## config.mk

```make
export PLATFORM = sky130hd
export DESIGN_NAME = timing_reg_bridge
export DESIGN_NICKNAME = d
export VERILOG_FILES = /design/src/rtl/timing_bridge_pkg.sv /design/src/rtl/tbr_cmd_decode.sv /design/src/rtl/tbr_snapshot.sv /design/src/rtl/tbr_access_seq.sv /design/src/rtl/timing_reg_bridge.sv
export SDC_FILE = /design/constraint.sdc
export NUM_CORES = 1
export LEC_CHECK = 0
export ABC_AREA = 1
export BUFFER_PORTS_ARGS = -buffer_cell sky130_fd_sc_hd__buf_2
export CAP_MARGIN = 5
export CORE_MARGIN = 5
export CORE_UTILIZATION = 45
export CTS_CLUSTER_SIZE = 8
export DETAILED_ROUTE_END_ITERATION = 16
export GPL_ROUTABILITY_DRIVEN = 0
export PLACE_DENSITY = 0.73
export SKIP_CTS_REPAIR_TIMING = 1
export SLEW_MARGIN = 20
export SYNTH_ARGS = -nofsm -noshare
export SYNTH_HDL_FRONTEND = slang
export SYNTH_SLANG_ARGS = --single-unit
export TNS_END_PERCENT = 100
```

## constraint.sdc

```tcl
create_clock -name clk -period 2.7 [get_ports clk]
set_input_delay 0.27 -clock clk [delete_from_list [all_inputs] [get_ports clk]]
set_output_delay 0.27 -clock clk [all_outputs]
set_load 0.005 [all_outputs]
```

## src/rtl/timing_bridge_pkg.sv

```systemverilog
package timing_bridge_pkg;

    localparam int DATA_W = 16;
    localparam int ADDR_W = 5;
    localparam int PORT_W = 5;
    localparam int BLK_W  = 3;

    // Layout 0 opcode and bank codes
    localparam logic [2:0] L0_OP_RD    = 3'b100;
    localparam logic [2:0] L0_OP_RDINC = 3'b110;
    localparam logic [2:0] L0_OP_WR    = 3'b011;
    localparam logic [3:0] L0_BANK_TIME = 4'hE;
    localparam logic [3:0] L0_BANK_PTP  = 4'hF;

    // Layout 1 opcode and bank codes
    localparam logic [1:0] L1_OP_RD    = 2'b00;
    localparam logic [1:0] L1_OP_RDINC = 2'b10;
    localparam logic [1:0] L1_OP_WR    = 2'b11;
    localparam logic [4:0] L1_BANK_TIME = 5'h1E;
    localparam logic [4:0] L1_BANK_PTP  = 5'h1F;

    typedef enum logic [1:0] {
        OPK_READ  = 2'd0,
        OPK_RDINC = 2'd1,
        OPK_WRITE = 2'd2,
        OPK_BAD   = 2'd3
    } op_kind_t;

    typedef enum logic [1:0] {
        S_IDLE  = 2'd0,
        S_ISSUE = 2'd1,
        S_WAIT  = 2'd2,
        S_DONE  = 2'd3
    } seq_state_t;

    typedef struct packed {
        op_kind_t          op;
        logic [PORT_W-1:0] port;
        logic [BLK_W-1:0]  blk;
        logic [ADDR_W-1:0] addr;
        logic              legal;
    } cmd_fields_t;

    function automatic logic [ADDR_W-1:0] step_addr(input logic [ADDR_W-1:0] base,
                                                     input logic [ADDR_W-1:0] ofs);
        return base + ofs;
    endfunction

endpackage

```

## src/rtl/tbr_cmd_decode.sv

```systemverilog
module tbr_cmd_decode
    import timing_bridge_pkg::*;
#(
    parameter int LAYOUT    = 0,
    parameter int NUM_PORTS = 7
) (
    input  logic [DATA_W-1:0] cmd_word,
    output cmd_fields_t       fields
);

    localparam logic [PORT_W-1:0] PORT_LIM = PORT_W'(NUM_PORTS);

    op_kind_t          op_k;
    logic [PORT_W-1:0] port_v;
    logic              is_bank;

    generate
        if (LAYOUT == 0) begin : g_layout0
            always_comb begin
                unique case (cmd_word[14:12])
                    L0_OP_RD:    op_k = OPK_READ;
                    L0_OP_RDINC: op_k = OPK_RDINC;
                    L0_OP_WR:    op_k = OPK_WRITE;
                    default:     op_k = OPK_BAD;
                endcase
                port_v  = {1'b0, cmd_word[11:8]};
                is_bank = (cmd_word[11:8] == L0_BANK_TIME) ||
                          (cmd_word[11:8] == L0_BANK_PTP);
            end
        end else begin : g_layout1
            always_comb begin
                unique case (cmd_word[14:13])
                    L1_OP_RD:    op_k = OPK_READ;
                    L1_OP_RDINC: op_k = OPK_RDINC;
                    L1_OP_WR:    op_k = OPK_WRITE;
                    default:     op_k = OPK_BAD;
                endcase
                port_v  = cmd_word[12:8];
                is_bank = (cmd_word[12:8] == L1_BANK_TIME) ||
                          (cmd_word[12:8] == L1_BANK_PTP);
            end
        end
    endgenerate

    always_comb begin
        fields.op    = op_k;
        fields.port  = port_v;
        fields.blk   = cmd_word[7:5];
        fields.addr  = cmd_word[4:0];
        fields.legal = (op_k != OPK_BAD) && (is_bank || (port_v < PORT_LIM));
    end

endmodule

```

## src/rtl/tbr_snapshot.sv

```systemverilog
module tbr_snapshot
    import timing_bridge_pkg::*;
#(
    parameter int DEPTH = 4
) (
    input  logic                        clk,
    input  logic                        rst,
    input  logic                        load_host,
    input  logic [DATA_W-1:0]           host_word,
    input  logic                        arm,
    input  logic [$clog2(DEPTH+1)-1:0]  arm_cnt,
    input  logic                        cap_en,
    input  logic [$clog2(DEPTH)-1:0]    cap_idx,
    input  logic [DATA_W-1:0]           cap_word,
    input  logic                        pop,
    output logic [DATA_W-1:0]           out_word
);

    localparam int PTR_W = $clog2(DEPTH);
    localparam int CNT_W = $clog2(DEPTH+1);

    logic [DATA_W-1:0] words [DEPTH];
    logic [PTR_W-1:0]  ptr;
    logic [CNT_W-1:0]  cnt;
    logic [CNT_W-1:0]  ptr_next_ext;

    assign ptr_next_ext = CNT_W'(ptr) + CNT_W'(1);

    always_ff @(posedge clk) begin
        if (rst) begin
            for (int i = 0; i < DEPTH; i++) begin
                words[i] <= '0;
            end
            ptr <= '0;
            cnt <= CNT_W'(1);
        end else begin
            if (cap_en) begin
                words[cap_idx] <= cap_word;
            end
            if (load_host) begin
                words[0] <= host_word;
                ptr      <= '0;
                cnt      <= CNT_W'(1);
            end else if (arm) begin
                ptr <= '0;
                cnt <= arm_cnt;
            end else if (pop && (ptr_next_ext < cnt)) begin
                ptr <= ptr + PTR_W'(1);
            end
        end
    end

    assign out_word = words[ptr];

endmodule

```

## src/rtl/tbr_access_seq.sv

```systemverilog
module tbr_access_seq
    import timing_bridge_pkg::*;
#(
    parameter int DEPTH = 4
) (
    input  logic                        clk,
    input  logic                        rst,
    input  logic                        start,
    input  cmd_fields_t                 fld,
    input  logic [DATA_W-1:0]           wr_word,
    input  logic [DATA_W-1:0]           tgt_rdata,
    output logic                        busy,
    output logic                        tgt_valid,
    output logic                        tgt_we,
    output logic [PORT_W-1:0]           tgt_port,
    output logic [BLK_W-1:0]            tgt_blk,
    output logic [ADDR_W-1:0]           tgt_addr,
    output logic [DATA_W-1:0]           tgt_wdata,
    output logic                        arm,
    output logic [$clog2(DEPTH+1)-1:0]  arm_cnt,
    output logic                        cap_en,
    output logic [$clog2(DEPTH)-1:0]    cap_idx,
    output logic [DATA_W-1:0]           cap_word
);

    localparam int PTR_W = $clog2(DEPTH);
    localparam int CNT_W = $clog2(DEPTH+1);
    localparam logic [PTR_W-1:0] LAST_IDX = PTR_W'(DEPTH-1);

    seq_state_t        state;
    cmd_fields_t       f_q;
    logic [PTR_W-1:0]  idx;
    logic [PTR_W-1:0]  last_q;
    logic              pend_q;
    logic [PTR_W-1:0]  pidx_q;

    always_ff @(posedge clk) begin
        if (rst) begin
            state  <= S_IDLE;
            f_q    <= '0;
            idx    <= '0;
            last_q <= '0;
            pend_q <= 1'b0;
            pidx_q <= '0;
        end else begin
            pend_q <= tgt_valid && !tgt_we;
            pidx_q <= idx;
            unique case (state)
                S_IDLE: begin
                    if (start) begin
                        f_q    <= fld;
                        idx    <= '0;
                        last_q <= (fld.op == OPK_RDINC) ? LAST_IDX : '0;
                        state  <= fld.legal ? S_ISSUE : S_DONE;
                    end
                end
                S_ISSUE: begin
                    if (f_q.op == OPK_WRITE) begin
                        state <= S_IDLE;
                    end else if (idx == last_q) begin
                        state <= S_WAIT;
                    end else begin
                        idx <= idx + PTR_W'(1);
                    end
                end
                S_WAIT:  state <= S_IDLE;
                default: state <= S_IDLE;
            endcase
        end
    end

    assign busy      = (state != S_IDLE);
    assign tgt_valid = (state == S_ISSUE);
    assign tgt_we    = (state == S_ISSUE) && (f_q.op == OPK_WRITE);
    assign tgt_port  = f_q.port;
    assign tgt_blk   = f_q.blk;
    assign tgt_addr  = step_addr(f_q.addr, ADDR_W'(idx));
    assign tgt_wdata = wr_word;

    assign arm     = start && fld.legal && (fld.op != OPK_WRITE);
    assign arm_cnt = (fld.op == OPK_RDINC) ? CNT_W'(DEPTH) : CNT_W'(1);

    assign cap_en   = pend_q;
    assign cap_idx  = pidx_q;
    assign cap_word = tgt_rdata;

endmodule

```

## src/rtl/timing_reg_bridge.sv

```systemverilog
module timing_reg_bridge
    import timing_bridge_pkg::*;
#(
    parameter int LAYOUT     = 0,
    parameter int NUM_PORTS  = 7,
    parameter int SNAP_DEPTH = 4
) (
    input  logic        clk,
    input  logic        rst,
    input  logic        host_wr,
    input  logic        host_rd,
    input  logic        host_sel,
    input  logic [15:0] host_wdata,
    output logic [15:0] host_rdata,
    output logic        tgt_valid,
    output logic        tgt_we,
    output logic [4:0]  tgt_port,
    output logic [2:0]  tgt_blk,
    output logic [4:0]  tgt_addr,
    output logic [15:0] tgt_wdata,
    input  logic [15:0] tgt_rdata
);

    localparam int PTR_W = $clog2(SNAP_DEPTH);
    localparam int CNT_W = $clog2(SNAP_DEPTH+1);

    logic              busy;
    logic [14:0]       cmd_q;
    logic              cmd_wr;
    logic              data_wr;
    logic              data_rd;
    cmd_fields_t       fields;
    logic [DATA_W-1:0] data_word;
    logic              arm;
    logic [CNT_W-1:0]  arm_cnt;
    logic              cap_en;
    logic [PTR_W-1:0]  cap_idx;
    logic [DATA_W-1:0] cap_word;

    assign cmd_wr  = host_wr && !host_sel && !busy;
    assign data_wr = host_wr &&  host_sel && !busy;
    assign data_rd = host_rd &&  host_sel && !busy;

    always_ff @(posedge clk) begin
        if (rst) begin
            cmd_q <= '0;
        end else if (cmd_wr) begin
            cmd_q <= host_wdata[14:0];
        end
    end

    tbr_cmd_decode #(
        .LAYOUT    (LAYOUT),
        .NUM_PORTS (NUM_PORTS)
    ) u_decode (
        .cmd_word (host_wdata),
        .fields   (fields)
    );

    tbr_access_seq #(
        .DEPTH (SNAP_DEPTH)
    ) u_seq (
        .clk       (clk),
        .rst       (rst),
        .start     (cmd_wr),
        .fld       (fields),
        .wr_word   (data_word),
        .tgt_rdata (tgt_rdata),
        .busy      (busy),
        .tgt_valid (tgt_valid),
        .tgt_we    (tgt_we),
        .tgt_port  (tgt_port),
        .tgt_blk   (tgt_blk),
        .tgt_addr  (tgt_addr),
        .tgt_wdata (tgt_wdata),
        .arm       (arm),
        .arm_cnt   (arm_cnt),
        .cap_en    (cap_en),
        .cap_idx   (cap_idx),
        .cap_word  (cap_word)
    );

    tbr_snapshot #(
        .DEPTH (SNAP_DEPTH)
    ) u_snap (
        .clk       (clk),
        .rst       (rst),
        .load_host (data_wr),
        .host_word (host_wdata),
        .arm       (arm),
        .arm_cnt   (arm_cnt),
        .cap_en    (cap_en),
        .cap_idx   (cap_idx),
        .cap_word  (cap_word),
        .pop       (data_rd),
        .out_word  (data_word)
    );

    assign host_rdata = host_sel ? data_word : {busy, cmd_q};

endmodule

```

==> out/metrics.yaml, run 1 <==
status: "complete, no violations"
final_antenna_net_count: 0
setup_viol: 0
dp.cells: 785
end_kind: "output pin"
path_buf_inv: 2
cp-start-kind: "register"
critPathCapture: "host_rdata[2]"
critPathMaxFanout: 17
async_reset_ff_share_pct: 0
cp_slowest_cell: "dfxtp_1"
clk_path_buf_depth: 2
row_count: 38
synth_nets: 633
timing.rr.start: "u_seq.state[1]"
ys_ff_latch: 107
grt_pass1_wl_um: 20900
hold_violations: 0
area_growth_pct: 12.6
ios: 84
r2r_cells: 4
max_slew.worst_pin.slew_ns: 0.643
slew_violations: 0
stdcell_area_mm2: 0.00564
h-tree-depth: 3
yosys-top-cells-count: "129 x nand2_1, 85 x nor2_1, 64 x edfxtp_1"
grt_usage_pct: 20.2
synth_edf_count: 64
crit_family: "buffers and inverters"
yosysWarnings: 0
hp-start: "host_wdata[7]"
crit_cells: 6
cts_buffers: 9
hold_slack_ns: 0.173
synth_top_cell_by_area: "edfxtp_1"
synthTopCellsByArea: "edfxtp_1 38%, dfxtp_1 17%, nand2_1 9.7%"
gr-total-overflow: 0
coreArea_mm2: 0.0109
dpl-instance-area_mm2: 0.00544
final_net_count: 698
totalWireLength_um: 13200
r2r_end: "u_snap.words[0][0]"
worstPathCellList: "inv_1 -> o21ai_0 -> o22ai_1 -> nand2_1 -> nand2_1 -> buf_2"
utilization_pct: 51.8
syn_inst: 591
antenna_found_initial: 0
fp.dieH_um: 115
clk_latency_ns: 0.37
ys.flop_type: "edfxtp_1"
grt_pass1_vias: 4192
grt_start_max_net_pins: 35
yosysMostFrequentCell: "nand2_1"
multi_input_area_mm2: 0.00178
synth_top_cell_area_share_pct: 38.4
yosysSeqAreaShare_pct: 55.6
preCtsSetupSlack_ns: 0.643
clk_pin_slew_worst_paths_ns: 0.10
slew_headroom_pct: 57.1
clock_skew_ns: 0.00838
leakagePower_nw: 2.52
worst-endpoint-arrival_ns: 2.12
layout-drive-gt1-share_pct: 17.9
seq_area_mm2: 0.00278
drtIter0Drc: 334
worst_hold_path_type: "in -> reg"
finalCriticalPeriod_ns: 2.39
fillers: 1001
worst_slack_ns: 0.310
path_common_cell: "nand2_1"
critPathKind: "reg -> out"
vias_per_cell: 5.33
postSynthAreaPerCell_um2: 8.47
dr.pass1.iters: 5
io_buffers: 82
die_w_um: 115
start_util_pct: 46.0
powerDensity_mw_per_mm2: 573
vias: 4271
diodes: 0
fin_setup_tns_ns: 0
cts_root_buf: "clkbuf_8"
drc: 0
rsz0062_at_grt: "no"
ys_types: 28
drv_cap: 0
syn_area_mm2: 0.00501
cts_tree: "done"
final_cells: 801
max_freq_ghz: 0.418
dp_hpwl_um: 9570
required_ns: 2.43
r2r_slack_ns: 0.92
wl_per_cell_um: 16.5
max_stage_delay_ns: 0.51
fin_total_pwr_mw: 3.23
fin_crit_sh_pct: 88.5
die-area_mm2: 0.0133
cts_num_sinks: 107
ir_worst_vdd_mv: 0.301
power by group:
part           leakage (nW)  total [mW]  switching, mW  internal [mW]
Sequential             1.02        1.85         0.0378           1.81
Combinational          1.40       0.394          0.263          0.132
Clock                 0.106       0.991          0.563          0.427
Total                  2.52        3.23          0.864           2.37
kinds of logic after synthesis:
logic type | count (synthesis) | share of synthesized area (%)
AND/OR/NAND/NOR | 270 | 22.4
adder cells (fa/ha/maj) | 5 | 1.40
buffers and inverters | 98 | 8.97
other | 1 | 0.0749
XOR/XNOR | 3 | 0.525
AO/OA/AOI/OAI | 107 | 11.1
flip-flops | 107 | 55.6
worst min-delay path by stage:
| stage | to | slack, ns | cells after the start |
|---|---|---|---|
| detailed placement | cmd_q[1] | 0.46 | 2 |
| floorplan | cmd_q[12] | 0.42 | 2 |
| global placement | cmd_q[12] | 0.44 | 2 |
| finish | cmd_q[7] | 0.17 | 3 |
| global route | cmd_q[7] | 0.17 | 3 |
| CTS | cmd_q[7] | 0.16 | 3 |
registers in the layout, indices dropped and copies added, names as in the netlist, 2 cells and up, named ones only:
signal / cells
cmd_q: 15
u_seq.cap_idx: 2
u_seq.f_q: 7
u_seq.idx: 2
u_seq.state: 2
u_seq.tgt_blk: 3
u_seq.tgt_port: 4
u_snap.cnt: 2
u_snap.ptr: 2
u_snap.words: 64
worst register-to-register path, delay by kind of cell, from the launching register on:
kind             cells  cell delay, ns
AO/OA/AOI/OAI        1            0.12
flip-flops           1            0.36
AND/OR/NAND/NOR      3            1.03
per-layer routing:
metal	up-vias	global-route usage, %	share of wire (%)
li1	2069	-	-
met1	1985	27.0	43
met2	197	32.6	48
met3	20	4.33	7.3
met4	0	7.59	1.7
met5	-	0	0
cell usage in the layout, fill, tap and decap left out, types with 3 or more instances in the layout:
| cell type | count |
|---|---|
| nor3_1 | 16 |
| a21oi_1 | 34 |
| nand3_1 | 30 |
| edfxtp_1 | 64 |
| dfxtp_1 | 43 |
| nor2_1 | 85 |
| o22ai_1 | 13 |
| buf_2 | 82 |
| buf_4 | 8 |
| clkbuf_8 | 10 |
| nor2_4 | 3 |
| ha_1 | 4 |
| o21ai_1 | 8 |
| o21ai_0 | 51 |
| inv_2 | 4 |
| inv_1 | 57 |
| nand2_1 | 129 |
area by class of cell:
class                      instances  area share [%]
sequential                       107            49.3
multi-input combinational        386            31.5
timing repair buffer              90            8.34
inverter                          62            4.15
tap                              140            3.11
clock buffer                      11            2.88
clock inverter                     5           0.688
Note: power is estimated with default switching activity, not from simulation.
==> run 2, diff against run 1 <==
--- a/config.mk
+++ b/config.mk
@@ -9,11 +9,12 @@
 export BUFFER_PORTS_ARGS = -buffer_cell sky130_fd_sc_hd__buf_2
 export CAP_MARGIN = 5
 export CORE_MARGIN = 5
-export CORE_UTILIZATION = 45
+export CORE_UTILIZATION = 57
+export CTS_BUF_LIST = sky130_fd_sc_hd__clkbuf_4 sky130_fd_sc_hd__clkbuf_8 sky130_fd_sc_hd__clkbuf_16
 export CTS_CLUSTER_SIZE = 8
 export DETAILED_ROUTE_END_ITERATION = 16
 export GPL_ROUTABILITY_DRIVEN = 0
-export PLACE_DENSITY = 0.73
+export PLACE_DENSITY = 0.88
 export SKIP_CTS_REPAIR_TIMING = 1
 export SLEW_MARGIN = 20
 export SYNTH_ARGS = -nofsm -noshare
==> run 2 against run 1 <==
Compared with the run above:
- die area is 19% lower
- maximum frequency down 1.7%
- count of clock-buffer cells in the layout decreased by 2
- non-clock buffer count fell by 1
- wire length fell by 8.2%
- via count down 0.49%
- final area shrank 1.1%
- critical path type unchanged
- largest cell class unchanged
==> out/metrics.yaml, run 2 (synthesis gave the netlist of run 1 again) <==
ir_worst_vdd_mv: 0.293  # -2.5%
final_cells: 768  # -4.1%
grt_start_max_net_pins: 35  # unchanged
drtIter0Drc: 490  # +47%
wl_per_cell_um: 15.8  # -4.3%
vias: 4250  # -0.49%
layout-drive-gt1-share_pct: 17.7  # -0.12 points
cts_tree: "done"
max_slew.worst_pin.slew_ns: 0.681  # +0.0380 ns
worst_hold_path_type: "in -> reg"
leakagePower_nw: 2.50  # -0.64%
totalWireLength_um: 12100  # -8.2%
fp.dieH_um: 104  # -10%
required_ns: 2.43  # about the same
critPathMaxFanout: 17  # unchanged
cts_num_sinks: 107  # unchanged
vias_per_cell: 5.53  # +3.8%
cp-start-kind: "register"
final_antenna_net_count: 0  # unchanged
dp_hpwl_um: 8430  # -12%
setup_viol: 0  # unchanged
dpl-instance-area_mm2: 0.00539  # -0.87%
status: "complete, no violations"
slew_violations: 0  # unchanged
r2r_slack_ns: 0.79  # -0.13 ns
cts_buffers: 9  # unchanged
finalCriticalPeriod_ns: 2.43  # +0.0408 ns
end_kind: "output pin"
clk_latency_ns: 0.38  # about the same
dp.cells: 752  # -4.2%
slew_headroom_pct: 54.5  # -2.6 points
start_util_pct: 58.0  # +12 points
coreArea_mm2: 0.00864  # -21%
max_stage_delay_ns: 0.52  # about the same
cts_root_buf: "clkbuf_8"
max_freq_ghz: 0.411  # -1.7%
powerDensity_mw_per_mm2: 572  # -0.25%
fillers: 675  # -33%
antenna_found_initial: 0  # unchanged
final_net_count: 697  # -0.14%
die_w_um: 104  # -10%
ios: 84  # unchanged
path_common_cell: "nand2_1"
utilization_pct: 64.6  # +13 points
clk_pin_slew_worst_paths_ns: 0.11  # about the same
drc: 0  # unchanged
drv_cap: 0  # unchanged
row_count: 34  # -11%
die-area_mm2: 0.0108  # -19%
clk_path_buf_depth: 2  # unchanged
diodes: 0  # unchanged
grt_usage_pct: 22.5  # +2.2 points
dr.pass1.iters: 8  # +3
final_cell_mix: "129 x nand2_1, 85 x nor2_1, 82 x buf_2"
critPathKind: "reg -> out"
largest_reg_flops: 64  # unchanged
clock_skew_ns: 0.0211  # +0.0127 ns
worst-endpoint-arrival_ns: 2.16  # +0.04 ns
grt_pass1_vias: 4043  # -3.6%
worstPathCellList: "inv_1 -> o21ai_0 -> o22ai_1 -> nand2_1 -> nand2_1 -> buf_2"
fin_setup_tns_ns: 0  # unchanged
multi_input_area_mm2: 0.00178  # unchanged
gr-total-overflow: 0  # unchanged
reg.largest.list: "u_snap.words x64, cmd_q x15, u_seq.f_q x7"
cp_slowest_cell: "dfxtp_1"
hold_violations: 0  # unchanged
rsz0062_at_grt: "no"
fin_total_pwr_mw: 3.19  # -1.3%
fin_crit_sh_pct: 90.0  # +1.5 points
grt_pass1_wl_um: 19800  # -5.1%
seq_area_mm2: 0.00278  # unchanged
io_buffers: 82  # unchanged
area_growth_pct: 11.4
stdcell_area_mm2: 0.00558  # -1.1%
final_common_cell: "nand2_1"
h-tree-depth: 3  # unchanged
top_register: "u_snap.words"
-- run 2: metrics by stage --
step,hold slack [ns],worst slack (ns)
4_1_cts,0.168,0.287
3_5_place_dp,0.443,0.515
3_3_place_gp,0.439,0.635
5_1_grt,0.173,0.0739
6_report,0.185,0.269
2_1_floorplan,0.424,0.515
-- run 2: cell type report --
| type | count | area share [%] |
|---|---|---|
| sequential | 107 | 49.9 |
| inverter | 62 | 4.19 |
| timing repair buffer | 89 | 8.30 |
| tap | 108 | 2.42 |
| multi-input combinational | 386 | 31.8 |
| clock buffer | 9 | 2.22 |
| clock inverter | 7 | 1.17 |
-- run 2: where the power goes --
group	leakage [nW]	switching (mW)	internal, mW
logic	1.39	0.257	0.130
registers	1.02	0.0352	1.81
clock network	0.0951	0.596	0.362
total	2.50	0.888	2.30
-- run 2: path summary, 6_finish.rpt --
path,startpoint,cells after the start,end
worst max-delay path,register,6,host_rdata[1]
worst min-delay path,host_wdata[7],3,cmd_q[7]
worst max register to register,u_seq.cap_en,4,u_snap.words[1][11]
worst min register to register,cmd_q[13],2,cmd_q[13]
-- run 2: routing by layer --
layer / vias to the layer above / routed length [um] / global-route usage (%)
li1: 2059 / - / -
met1: 1943 / 5010 / 30.6
met2: 225 / 5830 / 35.6
met3: 23 / 1080 / 4.54
met4: 0 / 228 / 8.51
met5: - / 0 / 0
-- run 2: worst max-delay path, delay by kind of cell, from the launching register on --
family                 cells  cell delay (ns)
and+or+nand+nor            2             0.20
buffers and inverters      2             0.57
DFF                        1             0.52
AOI/OAI and AO/OA          2             0.48
==> run 3, diff against run 2 <==
--- a/config.mk
+++ b/config.mk
@@ -9,12 +9,12 @@
 export BUFFER_PORTS_ARGS = -buffer_cell sky130_fd_sc_hd__buf_2
 export CAP_MARGIN = 5
 export CORE_MARGIN = 5
-export CORE_UTILIZATION = 57
+export CORE_UTILIZATION = 61
 export CTS_BUF_LIST = sky130_fd_sc_hd__clkbuf_4 sky130_fd_sc_hd__clkbuf_8 sky130_fd_sc_hd__clkbuf_16
 export CTS_CLUSTER_SIZE = 8
 export DETAILED_ROUTE_END_ITERATION = 16
 export GPL_ROUTABILITY_DRIVEN = 0
-export PLACE_DENSITY = 0.88
+export PLACE_DENSITY = 0.93
 export SKIP_CTS_REPAIR_TIMING = 1
 export SLEW_MARGIN = 20
 export SYNTH_ARGS = -nofsm -noshare
==> constraint.sdc (replaced) <==
create_clock -name clk -period 3 [get_ports clk]
set_input_delay 0.3 -clock clk [delete_from_list [all_inputs] [get_ports clk]]
set_output_delay 0.3 -clock clk [all_outputs]
set_load 0.005 [all_outputs]
==> run 3 against run 2 <==
Compared with the run above:
- count of clock-buffer cells in the layout increased by 1
- hold slack improved by 0.025 ns
- largest cell class unchanged
- worst setup slack improved by 0.30 ns
- highest routed layer unchanged
- largest power group unchanged
- clock power down 15%
- utilization increased by 4.1 points
- first-iteration DRC count shrank 21%
- global-route usage up 2.3 points
- clock skew fell by 0.013 ns
==> out/metrics.yaml, run 3 (synthesis gave the netlist of run 1 again) <==
top_register: "u_snap.words"
worst_hold_path_type: "in -> reg"
final_common_cell: "nand2_1"
vias: 4312  # +1.5%
hold_depth: 3  # unchanged
drv_cap: 0  # unchanged
grtUsageMet2_pct: 39.1  # +3.5 points
cts_buffers: 9  # unchanged
clk_latency_ns: 0.38  # about the same
coreArea_mm2: 0.00809  # -6.3%
ios: 84  # unchanged
worst-endpoint-arrival_ns: 2.13  # -0.03 ns
slew_violations: 0  # unchanged
utilization_pct: 68.7  # +4.1 points
status: "complete, no violations"
critPathKind: "reg -> out"
vias_per_cell: 5.64  # +2.0%
powerDensity_mw_per_mm2: 508  # -11%
cts_tree: "done"
required_ns: 2.70  # +0.27 ns
largest_reg_flops: 64  # unchanged
final_cell_mix: "129 x nand2_1, 85 x nor2_1, 82 x buf_2"
dp_hpwl_um: 8630  # +2.4%
max_freq_ghz: 0.412
die_w_um: 101  # -3.0%
fin_crit_sh_pct: 81.0
grt.busiest_layer: "met2"
drc: 0  # unchanged
die-area_mm2: 0.0101  # -5.9%
use_met3_pct: 6.02  # +1.5 points
preCtsSetupSlack_ns: 0.840  # +0.325 ns
start_util_pct: 61.9  # +3.9 points
clk_path_buf_depth: 2  # unchanged
final_antenna_net_count: 0  # unchanged
grt_usage_pct: 24.8  # +2.3 points
slew_headroom_pct: 46.4  # -8.1 points
grt_start_max_net_pins: 35  # unchanged
grt_pass1_vias: 4107  # +1.6%
hold_slack_ns: 0.210  # +0.0248 ns
fin_setup_tns_ns: 0  # unchanged
area_growth_pct: 11.0
layout-drive-gt1-share_pct: 17.6  # -0.12 points
row_count: 33  # -2.9%
diodes: 0  # unchanged
hp-start: "host_wdata[3]"
grt_pass1_wl_um: 19700  # -0.63%
critPathMaxFanout: 17  # unchanged
cts_root_buf: "clkbuf_8"
h-tree-depth: 3  # unchanged
finalCriticalPeriod_ns: 2.43
cp-start-kind: "register"
final_net_count: 696  # -0.14%
timing.rr.start: "u_seq.cap_en"
rsz0062_at_grt: "no"
met1_usage_pct: 32.4  # +1.8 points
ir_worst_vdd_mv: 0.297  # +1.1%
end_kind: "output pin"
max_slew.worst_pin.slew_ns: 0.802  # +0.121 ns
clk_pin_slew_worst_paths_ns: 0.10  # about the same
hold_violations: 0  # unchanged
gr-total-overflow: 0  # unchanged
r2r_slack_ns: 1.14  # +0.35 ns
fillers: 605  # -10%
setup_viol: 0  # unchanged
worst_slack_ns: 0.571  # +0.302 ns
cts_num_sinks: 107  # unchanged
r2r_cells: 5  # +1
io_buffers: 82  # unchanged
reg.largest.list: "u_snap.words x64, cmd_q x15, u_seq.f_q x7"
antenna_found_initial: 0  # unchanged
drtIter0Drc: 389  # -21%
leakagePower_nw: 2.50  # -0.30%
totalWireLength_um: 12000  # -0.97%
clock_skew_ns: 0.00793  # -0.0131 ns
dr.pass1.iters: 5  # -3
fp.dieH_um: 101  # -3.0%
wl_per_cell_um: 15.7  # -0.45%
==> run 3: worst paths after layout <==
kind                                             to
worst max register to register  u_snap.words[0][11]
worst min-delay path                       cmd_q[3]
worst max-delay path                  host_rdata[4]
worst min register to register            cmd_q[13]
==> run 3: where the power goes <==
| group | internal [mW] | total [mW] | switching, mW | leakage [nW] |
|---|---|---|---|---|
| sequential | 1.63 | 1.66 | 0.0325 | 1.02 |
| combinational | 0.117 | 0.348 | 0.231 | 1.39 |
| clock | 0.325 | 0.815 | 0.490 | 0.0924 |
| total | 2.07 | 2.82 | 0.753 | 2.50 |
==> run 3: critical path, stage by stage (launching register included) <==
cell	delay (ns)
dfxtp_1	0.50
inv_1	0.43
o21ai_0	0.18
o22ai_1	0.30
nand2_1	0.11
nand2_1	0.10
buf_2	0.12
==> run 3: layout make-up <==
type | count | area, um2 | area share, %
clock inverter | 6 | 40.0 | 0.721
clock buffer | 10 | 138 | 2.48
timing repair buffer | 88 | 455 | 8.20
sequential | 107 | 2780 | 50.1
multi-input combinational | 386 | 1780 | 32.0
inverter | 62 | 234 | 4.21
tap | 105 | 131 | 2.36
==> run 3: per-stage QoR <==
stage	instances	cell area [um2]	power (mW)
2_1_floorplan	591	5010	1.90
3_3_place_gp	748	5380	2.02
3_5_place_dp	748	5380	2.04
4_1_cts	764	5560	2.82
5_1_grt	764	5560	2.93
6_report	764	5560	2.82
==> run 3: routing by layer <==
metal / vias up / wire length, um
met2: 232 / 5740
met1: 1993 / 4810
met5: - / 0
met4: 0 / 326
li1: 2055 / -
met3: 32 / 1150
